===== config.mk =====
export PLATFORM = sky130hd
export DESIGN_NAME = ep0_setup_ctrl
export DESIGN_NICKNAME = d
export VERILOG_FILES = /design/src/rtl/ep0_setup_ctrl.sv
export SDC_FILE = /design/constraint.sdc
export NUM_CORES = 1
export LEC_CHECK = 0
export ABC_AREA = 1
export BUFFER_PORTS_ARGS = -buffer_cell sky130_fd_sc_hd__buf_2
export CORE_MARGIN = 5
export CORE_UTILIZATION = 50
export CTS_CLUSTER_DIAMETER = 80
export CTS_CLUSTER_SIZE = 28
export DETAILED_ROUTE_END_ITERATION = 8
export PLACE_DENSITY = 0.76
export SYNTH_ARGS = -nofsm -noshare
export SYNTH_HDL_FRONTEND = slang
export SYNTH_SLANG_ARGS = --single-unit

===== constraint.sdc =====
create_clock -name clk -period 4 [get_ports clk]
set_input_delay 0.8 -clock clk [delete_from_list [all_inputs] [get_ports clk]]
set_output_delay 0.8 -clock clk [all_outputs]
set_load 0.02 [all_outputs]

===== src/rtl/ep0_setup_ctrl.sv =====
module ep0_setup_ctrl #(
  parameter int RX_DEPTH = 16,
  parameter int DW       = 8,
  localparam int AW      = $clog2(RX_DEPTH),
  localparam int CW      = AW + 1
) (
  input  logic          clk,
  input  logic          rst_n,
  input  logic          lnk_start,
  input  logic          lnk_setup,
  input  logic          lnk_dv,
  input  logic [DW-1:0] lnk_data,
  input  logic          lnk_end,
  input  logic          lnk_good,
  output logic          hs_valid,
  output logic [1:0]    hs_code,
  input  logic          cpu_setup_sel,
  input  logic          cpu_rd,
  output logic [DW-1:0] cpu_rdata,
  input  logic          cpu_fifo_en_set,
  input  logic          cpu_stall_set,
  input  logic          cpu_stall_clr,
  input  logic          cpu_out_clr,
  output logic          fifo_en,
  output logic          ep0_stall,
  output logic          flag_setup,
  output logic          flag_out,
  output logic          irq,
  output logic [CW-1:0] rx_level
);
  localparam int SLEN = 8;
  localparam logic [1:0] HS_ACK = 2'b01, HS_NAK = 2'b10, HS_STALL = 2'b11;

  logic [DW-1:0] setup_buf [SLEN];
  logic [DW-1:0] stage     [SLEN];
  logic [DW-1:0] mem       [RX_DEPTH];
  logic [3:0]    stg_cnt;
  logic [2:0]    sptr;
  logic          sel_q, in_pkt, pkt_setup, pkt_acc, ovf;
  logic [CW-1:0] spec_cnt, wr_ptr, rd_ptr;

  logic          sel_rise, end_ok, setup_commit, out_end, out_ack, room, pop;
  logic [CW:0]   used;
  logic [AW-1:0] wr_idx;

  assign sel_rise     = cpu_setup_sel & ~sel_q;
  assign end_ok       = lnk_end & in_pkt & lnk_good;
  assign setup_commit = end_ok & pkt_setup & (stg_cnt == 4'd8);
  assign out_end      = end_ok & ~pkt_setup;
  assign out_ack      = out_end & ~ep0_stall & pkt_acc & ~ovf;
  assign rx_level     = wr_ptr - rd_ptr;
  assign used         = {1'b0, rx_level} + {1'b0, spec_cnt};
  assign room         = used < (CW+1)'(RX_DEPTH);
  assign wr_idx       = wr_ptr[AW-1:0] + spec_cnt[AW-1:0];
  assign pop          = cpu_rd & ~cpu_setup_sel & (rx_level != '0);
  assign cpu_rdata    = cpu_setup_sel ? setup_buf[sptr] : mem[rd_ptr[AW-1:0]];
  assign irq          = flag_setup | flag_out;

  always_ff @(posedge clk) begin
    if (lnk_dv && in_pkt && pkt_setup && stg_cnt < 4'd8) stage[stg_cnt[2:0]] <= lnk_data;
    if (lnk_dv && in_pkt && !pkt_setup && pkt_acc && room) mem[wr_idx] <= lnk_data;
  end

  always_ff @(posedge clk) begin
    if (!rst_n) begin
      for (int i = 0; i < SLEN; i++) setup_buf[i] <= '0;
    end else if (setup_commit) begin
      for (int i = 0; i < SLEN; i++) setup_buf[i] <= stage[i];
    end
  end

  always_ff @(posedge clk) begin
    if (!rst_n) begin
      in_pkt <= 1'b0; pkt_setup <= 1'b0; pkt_acc <= 1'b0; ovf <= 1'b0;
      stg_cnt <= '0; spec_cnt <= '0;
    end else if (lnk_start) begin
      in_pkt <= 1'b1; pkt_setup <= lnk_setup; pkt_acc <= fifo_en & ~ep0_stall;
      ovf <= 1'b0; stg_cnt <= '0; spec_cnt <= '0;
    end else if (lnk_end) begin
      in_pkt <= 1'b0;
    end else if (lnk_dv && in_pkt) begin
      if (pkt_setup) begin
        if (stg_cnt != 4'hF) stg_cnt <= stg_cnt + 4'd1;
      end else if (pkt_acc) begin
        if (room) spec_cnt <= spec_cnt + 1'b1;
        else      ovf <= 1'b1;
      end
    end
  end

  always_ff @(posedge clk) begin
    if (!rst_n) begin
      wr_ptr <= '0; rd_ptr <= '0;
    end else begin
      if (out_ack) wr_ptr <= wr_ptr + spec_cnt;
      if (pop)     rd_ptr <= rd_ptr + 1'b1;
    end
  end

  always_ff @(posedge clk) begin
    if (!rst_n) begin
      hs_valid <= 1'b0; hs_code <= 2'b00;
    end else begin
      hs_valid <= setup_commit | out_end;
      if (setup_commit || out_ack) hs_code <= HS_ACK;
      else if (out_end)            hs_code <= ep0_stall ? HS_STALL : HS_NAK;
    end
  end

  always_ff @(posedge clk) begin
    if (!rst_n) begin
      sel_q <= 1'b0; sptr <= '0; flag_setup <= 1'b0; flag_out <= 1'b0;
      fifo_en <= 1'b0; ep0_stall <= 1'b0;
    end else begin
      sel_q <= cpu_setup_sel;

      if (setup_commit || sel_rise)  sptr <= '0;
      else if (cpu_rd && cpu_setup_sel) sptr <= sptr + 3'd1;

      if (setup_commit)  flag_setup <= 1'b1;
      else if (sel_rise) flag_setup <= 1'b0;

      if (out_ack)          flag_out <= 1'b1;
      else if (cpu_out_clr) flag_out <= 1'b0;

      if (out_ack)              fifo_en <= 1'b0;
      else if (cpu_fifo_en_set) fifo_en <= 1'b1;

      if (setup_commit)       ep0_stall <= 1'b0;
      else if (cpu_stall_set) ep0_stall <= 1'b1;
      else if (cpu_stall_clr) ep0_stall <= 1'b0;
    end
  end
endmodule


==> summary.md, run 1 <==
| Metric | Value |
|---|---|
| Die Y | between 150 and 200 um |
| Seq cells post-synth | around 300 |
| Post-CTS sizing | 0 |
| Mean Syn Cell Area | 11.4 um^2 |
| Finished Cell Area | ~13000 um^2 |
| Area after DPL | between 10000 and 15000 um^2 |
| Mapped Cells | about 1100 |
| CTS buffer count | 14 |
| GRT Overall Usage | 19.0% |
| Root Driver | clkbuf_16 |
| Final WL | 26.4 mm |
| CP Class | reg -> out |
| Ys flop type | edfxtp_1 |
| Pre-antenna DRT Iters | 8 |
| Core area | ~24000 um^2 |
| Final ANT Viol Nets | 0 |
| Fin crit share | 86.0% |
| Final min period | about 3.4 ns |
| Initial Util | 50.6% |
| HPWL Detailed | roughly 17 mm |
| Avg Vias per Cell | ~5.5 |
| Total negative slack | 0 ns |
| Vias | between 7000 and 8000 |
| Overflow after GRT | 0 |
| Pre-CTS setup slack | 0.847 ns |
| Ratio of cells with drive above 1 in the final layout | 9.51% |
| Max_cap viols | 0 |
| IO buf count | 41 |
| Drt drc | 0 |
| H-tree levels | 1 |
| Slew margin rel. | between 30% and 40% |
| Drt initial violations | around 840 |
| Largest net degree at the start of global routing | 65 |
| Most common cell in the synthesized netlist | edfxtp_1 |
| CTS clk-pin slew, worst paths | around 0.1 ns |
| Wire per inst | around 18 um |
| Hold crit path type | reg -> reg |
| Setup-failing EPs final | 0 |
| Row cnt | 57 |
| Syn_nets | ~1100 |
| Number of enable flip-flop cells after synthesis | around 260 |
| CTS tree | built |
| Synth top area share | 62.6% |
| PD cells | roughly 420 nW/um^2 |
| # hold bufs at CTS | 0 |
| P&R area growth vs syn | 8.32% |
| Nets | approximately 1200 |
| Die area | around 28000 um^2 |
| Worst setup SP type | flop |
| Area of the multi-input gates | approximately 3100 um^2 |
| Area leader, netlist | edfxtp_1 |
| Netlist Area Pre-Place | 12300 um^2 |
| Tot Pwr | between 0.005 and 0.006 W |
| Synth top cells by count | edfxtp_1, nor2_1, nand2_1 |
| # IOs | 42 |
| Final Hold Viols | 0 |
| Register area | around 8500 um^2 |
| Initial antenna violation count | 0 |
| Status | complete, no violations |
| Clock Path Buffers | 3 |
| Unrepaired setup endpoints after global routing | false |
| Clock skew | ~0.016 ns |
| FILL cells | 1979 |
| Max Clock Freq | 0.291 GHz |
| Ys Warns | 0 |
| Routability cong. | between 0.8 and 0.9 |
| Setup ws final | about 0.56 ns |
| # Post-CTS Setup Buffers | 0 |
| Worst-skew pair later-pin latency | approximately 0.5 ns |
| Critical path peak fanout | 40 |
| Top post-synthesis cells by area | edfxtp_1, nor2_1, dfxtp_1 |
| Critical path arrival | 2.64 ns |
| Endpoint class of the critical path | output pin |
| FFs w/ async S/R, synth | 0% |
| Tightest Pin Transition | 0.964 ns |
| Sequential area share after synthesis | slightly below 70% |
| LEAKAGE | roughly 5.0 nW |
| Diodes inserted | 0 |
| Max VDD drop | between 0.2 and 0.25 mV |
| Die W | about 170 um |
| First-pass GRT wire length | 42.0 mm |
| Synth unique cells | 36 |
| Final Max Slew Viols | 0 |
| Worst EP required | 3.20 ns |
| Sinks on the clock net | slightly below 300 |
| Vias in the first global route | 7584 |
[critical path, stage by stage, from the launching register on]
cell      delay, ns
dfxtp_2        0.64
buf_4          0.44
nor2_1         0.09
nor2_1         0.12
o21ai_1        0.12
o211ai_1       0.16
nand3_1        0.12
nand2_1        0.09
nand2_1        0.05
nand2_1        0.11
buf_2          0.18
[worst paths after layout]
check,slack (ns),end,start,cells after the start
setup / recovery,0.56,cpu_rdata[7],flop,10
setup reg to reg,0.80,mem[3][7]$_DFFE_PP_,rd_ptr[0]$_SDFFE_PN0P_,12
hold reg to reg,0.49,wr_ptr[0]$_SDFFE_PN0P_,wr_ptr[0]$_SDFFE_PN0P_,2
hold / removal,0.49,wr_ptr[0]$_SDFFE_PN0P_,wr_ptr[0]$_SDFFE_PN0P_,2
[power by group]
| group | internal (W) | switching (W) | total (W) | leakage [nW] |
|---|---|---|---|---|
| registers | 0.00339 | 0.0000330 | 0.00342 | 2.72 |
| clock network | 0.000744 | 0.000899 | 0.00164 | 0.206 |
| logic | 0.000124 | 0.000335 | 0.000459 | 2.12 |
[area by class of cell]
type / instances / area share [%]
clock inverter: 2 / 0.0846
clock buffer: 22 / 3.18
multi-input combinational: 627 / 23.5
tap: 324 / 3.05
timing repair buffer: 65 / 2.99
inverter: 112 / 3.22
sequential: 297 / 64.0
[per-layer routing]
metal / part of all wire [%] / vias to the layer above / GRT usage, % / wire [um]
met1: 44 / 3807 / 28.1 / 11600
li1: - / 3770 / - / -
met5: 0 / - / 0 / 0
met4: 1.9 / 0 / 3.98 / 489
met2: 47 / 326 / 31.0 / 12500
met3: 7.2 / 45 / 1.75 / 1900
[state kept, by name, indices dropped and copies added (netlist names), 2 cells and up, named ones only]
name and cells:
spec_cnt 5, sptr 3, setup_buf 64, stage 64
mem 128, stg_cnt 4, wr_ptr 5, hs_code 2
rd_ptr 5
[placed cells by master, fill, tap and decap left out, types with 3 or more instances in the layout]
| cell type | netlist | final |
|---|---|---|
| o21ai_1 | 24 | 24 |
| nor2_1 | 224 | 224 |
| xor2_1 | 7 | 7 |
| nand3_1 | 41 | 41 |
| buf_4 | 6 | 23 |
| dfxtp_1 | 41 | 39 |
| clkinv_1 | 3 | 4 |
| o211ai_1 | 33 | 33 |
| nand4_1 | 5 | 5 |
| buf_2 | 21 | 41 |
| nor3_1 | 18 | 18 |
| clkbuf_1 | 18 | 6 |
| a21oi_1 | 24 | 24 |
| ha_1 | 17 | 17 |
| inv_2 | 7 | 8 |
| xnor2_1 | 3 | 3 |
| clkbuf_16 | 0 | 16 |
| nand2_1 | 115 | 115 |
| a21oi_2 | 3 | 3 |
| inv_1 | 100 | 99 |
| edfxtp_1 | 256 | 256 |
| o21ai_0 | 90 | 90 |
| o221ai_1 | 8 | 8 |
[stage by stage]
step                      cells  hold slack (ns)  util (%)
after global placement     1425            0.466      53.1
after global routing       1449            0.518      54.9
after CTS                  1449            0.494      54.9
after floorplan            1081            0.453         -
after detailed placement   1425            0.479      53.1
final                      1449            0.490      54.9
[logic make-up (layout without fill, tap and decap cells)]
logic type	after synthesis	count (layout)	share of synthesized area [%]
AOI/OAI and AO/OA	184	184	8.54
xor gates and xnor gates	11	11	0.846
adders and majority gates	19	19	2.06
buffers and inverters	157	201	5.26
DFF	297	297	69.3
and+or+nand+nor	413	413	14.0
Note: power is estimated with default switching activity, not from simulation.
==> inputs of run 2 (changes only) <==
--- a/config.mk
+++ b/config.mk
@@ -13,6 +13,7 @@
 export CTS_CLUSTER_SIZE = 28
 export DETAILED_ROUTE_END_ITERATION = 8
 export PLACE_DENSITY = 0.76
+export RECOVER_POWER = 25
 export SYNTH_ARGS = -nofsm -noshare
 export SYNTH_HDL_FRONTEND = slang
 export SYNTH_SLANG_ARGS = --single-unit
==> summary.md, run 2 (synthesis gave the netlist of run 1 again) <==
| Metric | Value |
|---|---|
| Register area | roughly 8500 um^2 |
| Die area | 27800 um^2 |
| Vias | roughly 7900 |
| Overflow after GRT | 0 |
| Final Hold Viols | 0 |
| Commonest non-fill, non-tap cell in the layout | edfxtp_1 |
| FILL cells | 1987 |
| M3 GR Usage | between 1.5 and 2% |
| Initial antenna violation count | 0 |
| Routability cong. | between 0.8 and 0.9 |
| # hold bufs at CTS | 0 |
| Drt initial violations | 843 |
| P&R area growth vs syn | 8.23% |
| First-pass GRT wire length | around 42 mm |
| Vias in the first global route | ~7600 |
| Hold path start | wr_ptr[0]$_SDFFE_PN0P_ |
| Max reg flops | between 100 and 150 |
| Met1 usage | between 20 and 30% |
| Critical path arrival | between 2 and 3 ns |
| Post-layout util | between 50% and 60% |
| Worst-skew pair later-pin latency | approximately 0.50 ns |
| Grt met2 use | 31.0% |
| Die Y | ~170 um |
| Tightest Pin Transition | approximately 1.5 ns |
| Sinks on the clock net | 297 |
| Wire per inst | between 15 and 20 um |
| Diodes inserted | 0 |
| Max VDD drop | ~0.23 mV |
| Setup-failing EPs final | 0 |
| Critical path peak fanout | 40 |
| Failing checks | max-capacitance violations, max-slew violations |
| Cells on worst reg2reg path | 12 |
| Ratio of cells with drive above 1 in the final layout | under 10% |
| Final Max Slew Viols | 25 |
| Grt peak-use layer | met2 |
| Initial Util | 50.6% |
| Worst EP required | roughly 3.2 ns |
| Clock Path Buffers | 3 |
| Total negative slack | 0 ns |
| CTS buffer count | 14 |
| HPWL Detailed | 17.0 mm |
| Final min period | approximately 3.5 ns |
| Root Driver | clkbuf_16 |
| Finished Cell Area | 13300 um^2 |
| PD cells | 416 nW/um^2 |
| Clock skew | 0.0163 ns |
| IO buf count | a little over 40 |
| Fin crit share | 86.3% |
| Worst flop-to-flop path endpoint | mem[3][7]$_DFFE_PP_ |
| Max Clock Freq | roughly 0.29 GHz |
| Area of the multi-input gates | roughly 3100 um^2 |
| Post-CTS sizing | 0 |
| Hold Crit Endpoint | wr_ptr[0]$_SDFFE_PN0P_ |
| Drt drc | 0 |
| R2R setup slack | 0.78 ns |
| Avg Vias per Cell | approximately 5.5 |
| Max_cap viols | 1 |
| Core area | between 20000 and 25000 um^2 |
| Final WL | about 26 mm |
| Status | complete, but fails checks |
| Largest net degree at the start of global routing | 65 |
| # IOs | between 40 and 50 |
| Worst setup SP type | flop |
| Die W | approximately 170 um |
| Slew margin rel. | -1.79% |
| # Post-CTS Setup Buffers | 0 |
| CTS tree | built |
| Endpoint class of the critical path | output pin |
| Largest Register | mem |
| Area after DPL | between 10000 and 15000 um^2 |
| Pre-antenna DRT Iters | 5 |
| Row cnt | 57 |
| R2r startpoint | rd_ptr[0]$_SDFFE_PN0P_ |
| H-tree levels | 1 |
| LEAKAGE | approximately 5 nW |
| WHS Path Cells | 2 |
| Nets | 1157 |
| Unrepaired setup endpoints after global routing | false |
| Final ANT Viol Nets | 0 |
| CTS clk-pin slew, worst paths | around 0.10 ns |
| GRT Overall Usage | 19.0% |
| CP Class | reg -> out |
| Commonest non-fill, non-tap cells in the layout | edfxtp_1, nor2_1, nand2_1, inv_1, o21ai_0 |
| Hold crit path type | reg -> reg |
run 2: cell types whose count changed in the layout (fill, tap and decap cells not counted), sizes merged:
cell	previous run	this run
buf	65	56
clkbuf	22	31
run 2: worst max-delay path, cell delays in order (launching register included):
cell and delay (ns):
dfxtp_2 0.64, buf_4 0.44, nor2_1 0.09, nor2_1 0.13
o21ai_1 0.12, o211ai_1 0.16, nand3_1 0.12, nand2_1 0.09
nand2_1 0.05, nand2_1 0.12, buf_2 0.19
run 2: worst max path at each step:
| stage | start | to | slack, ns | cells past startpoint |
|---|---|---|---|---|
| 2_1_floorplan | rd_ptr[0]$_SDFFE_PN0P_ | mem[11][0]$_DFFE_PP_ | 0.73 | 12 |
| 3_3_place_gp | rd_ptr[0]$_SDFFE_PN0P_ | mem[8][5]$_DFFE_PP_ | 0.92 | 12 |
| 3_5_place_dp | rd_ptr[0]$_SDFFE_PN0P_ | mem[3][5]$_DFFE_PP_ | 0.85 | 12 |
| 4_1_cts | flop | cpu_rdata[7] | 0.61 | 10 |
| 5_1_grt | flop | cpu_rdata[0] | 0.36 | 10 |
| 6_report | flop | cpu_rdata[7] | 0.55 | 10 |
run 2: per-stage QoR:
stage               setup WS, ns  instances  total power, W  hold slack [ns]
floorplan                  0.728       1081         0.00379            0.453
global placement           0.917       1425         0.00394            0.466
detailed placement         0.847       1425         0.00395            0.479
CTS                        0.606       1449         0.00554            0.494
global route               0.359       1449         0.00572            0.518
finish                     0.547       1449         0.00553            0.490
run 2: layer usage:
layer | routed length (um) | up-vias
li1 | - | 3766
met1 | 11600 | 3781
met2 | 12500 | 329
met3 | 1880 | 29
met4 | 422 | 0
met5 | 0 | -
run 2: cell type report:
type                    count  share of cell area [%]
multi-input cells         627                    23.5
repair buffers             65                    2.91
clock inverters             2                  0.0847
flip-flops and latches    297                    64.0
clock buffers              22                    3.18
inverters                 112                    3.22
well taps                 324                    3.05
run 2: report_power, final:
group	switching, W	leakage (nW)	internal [W]	total (W)
registers	0.0000332	2.72	0.00339	0.00342
logic	0.000336	2.09	0.000123	0.000458
clock network	0.000905	0.206	0.000744	0.00165
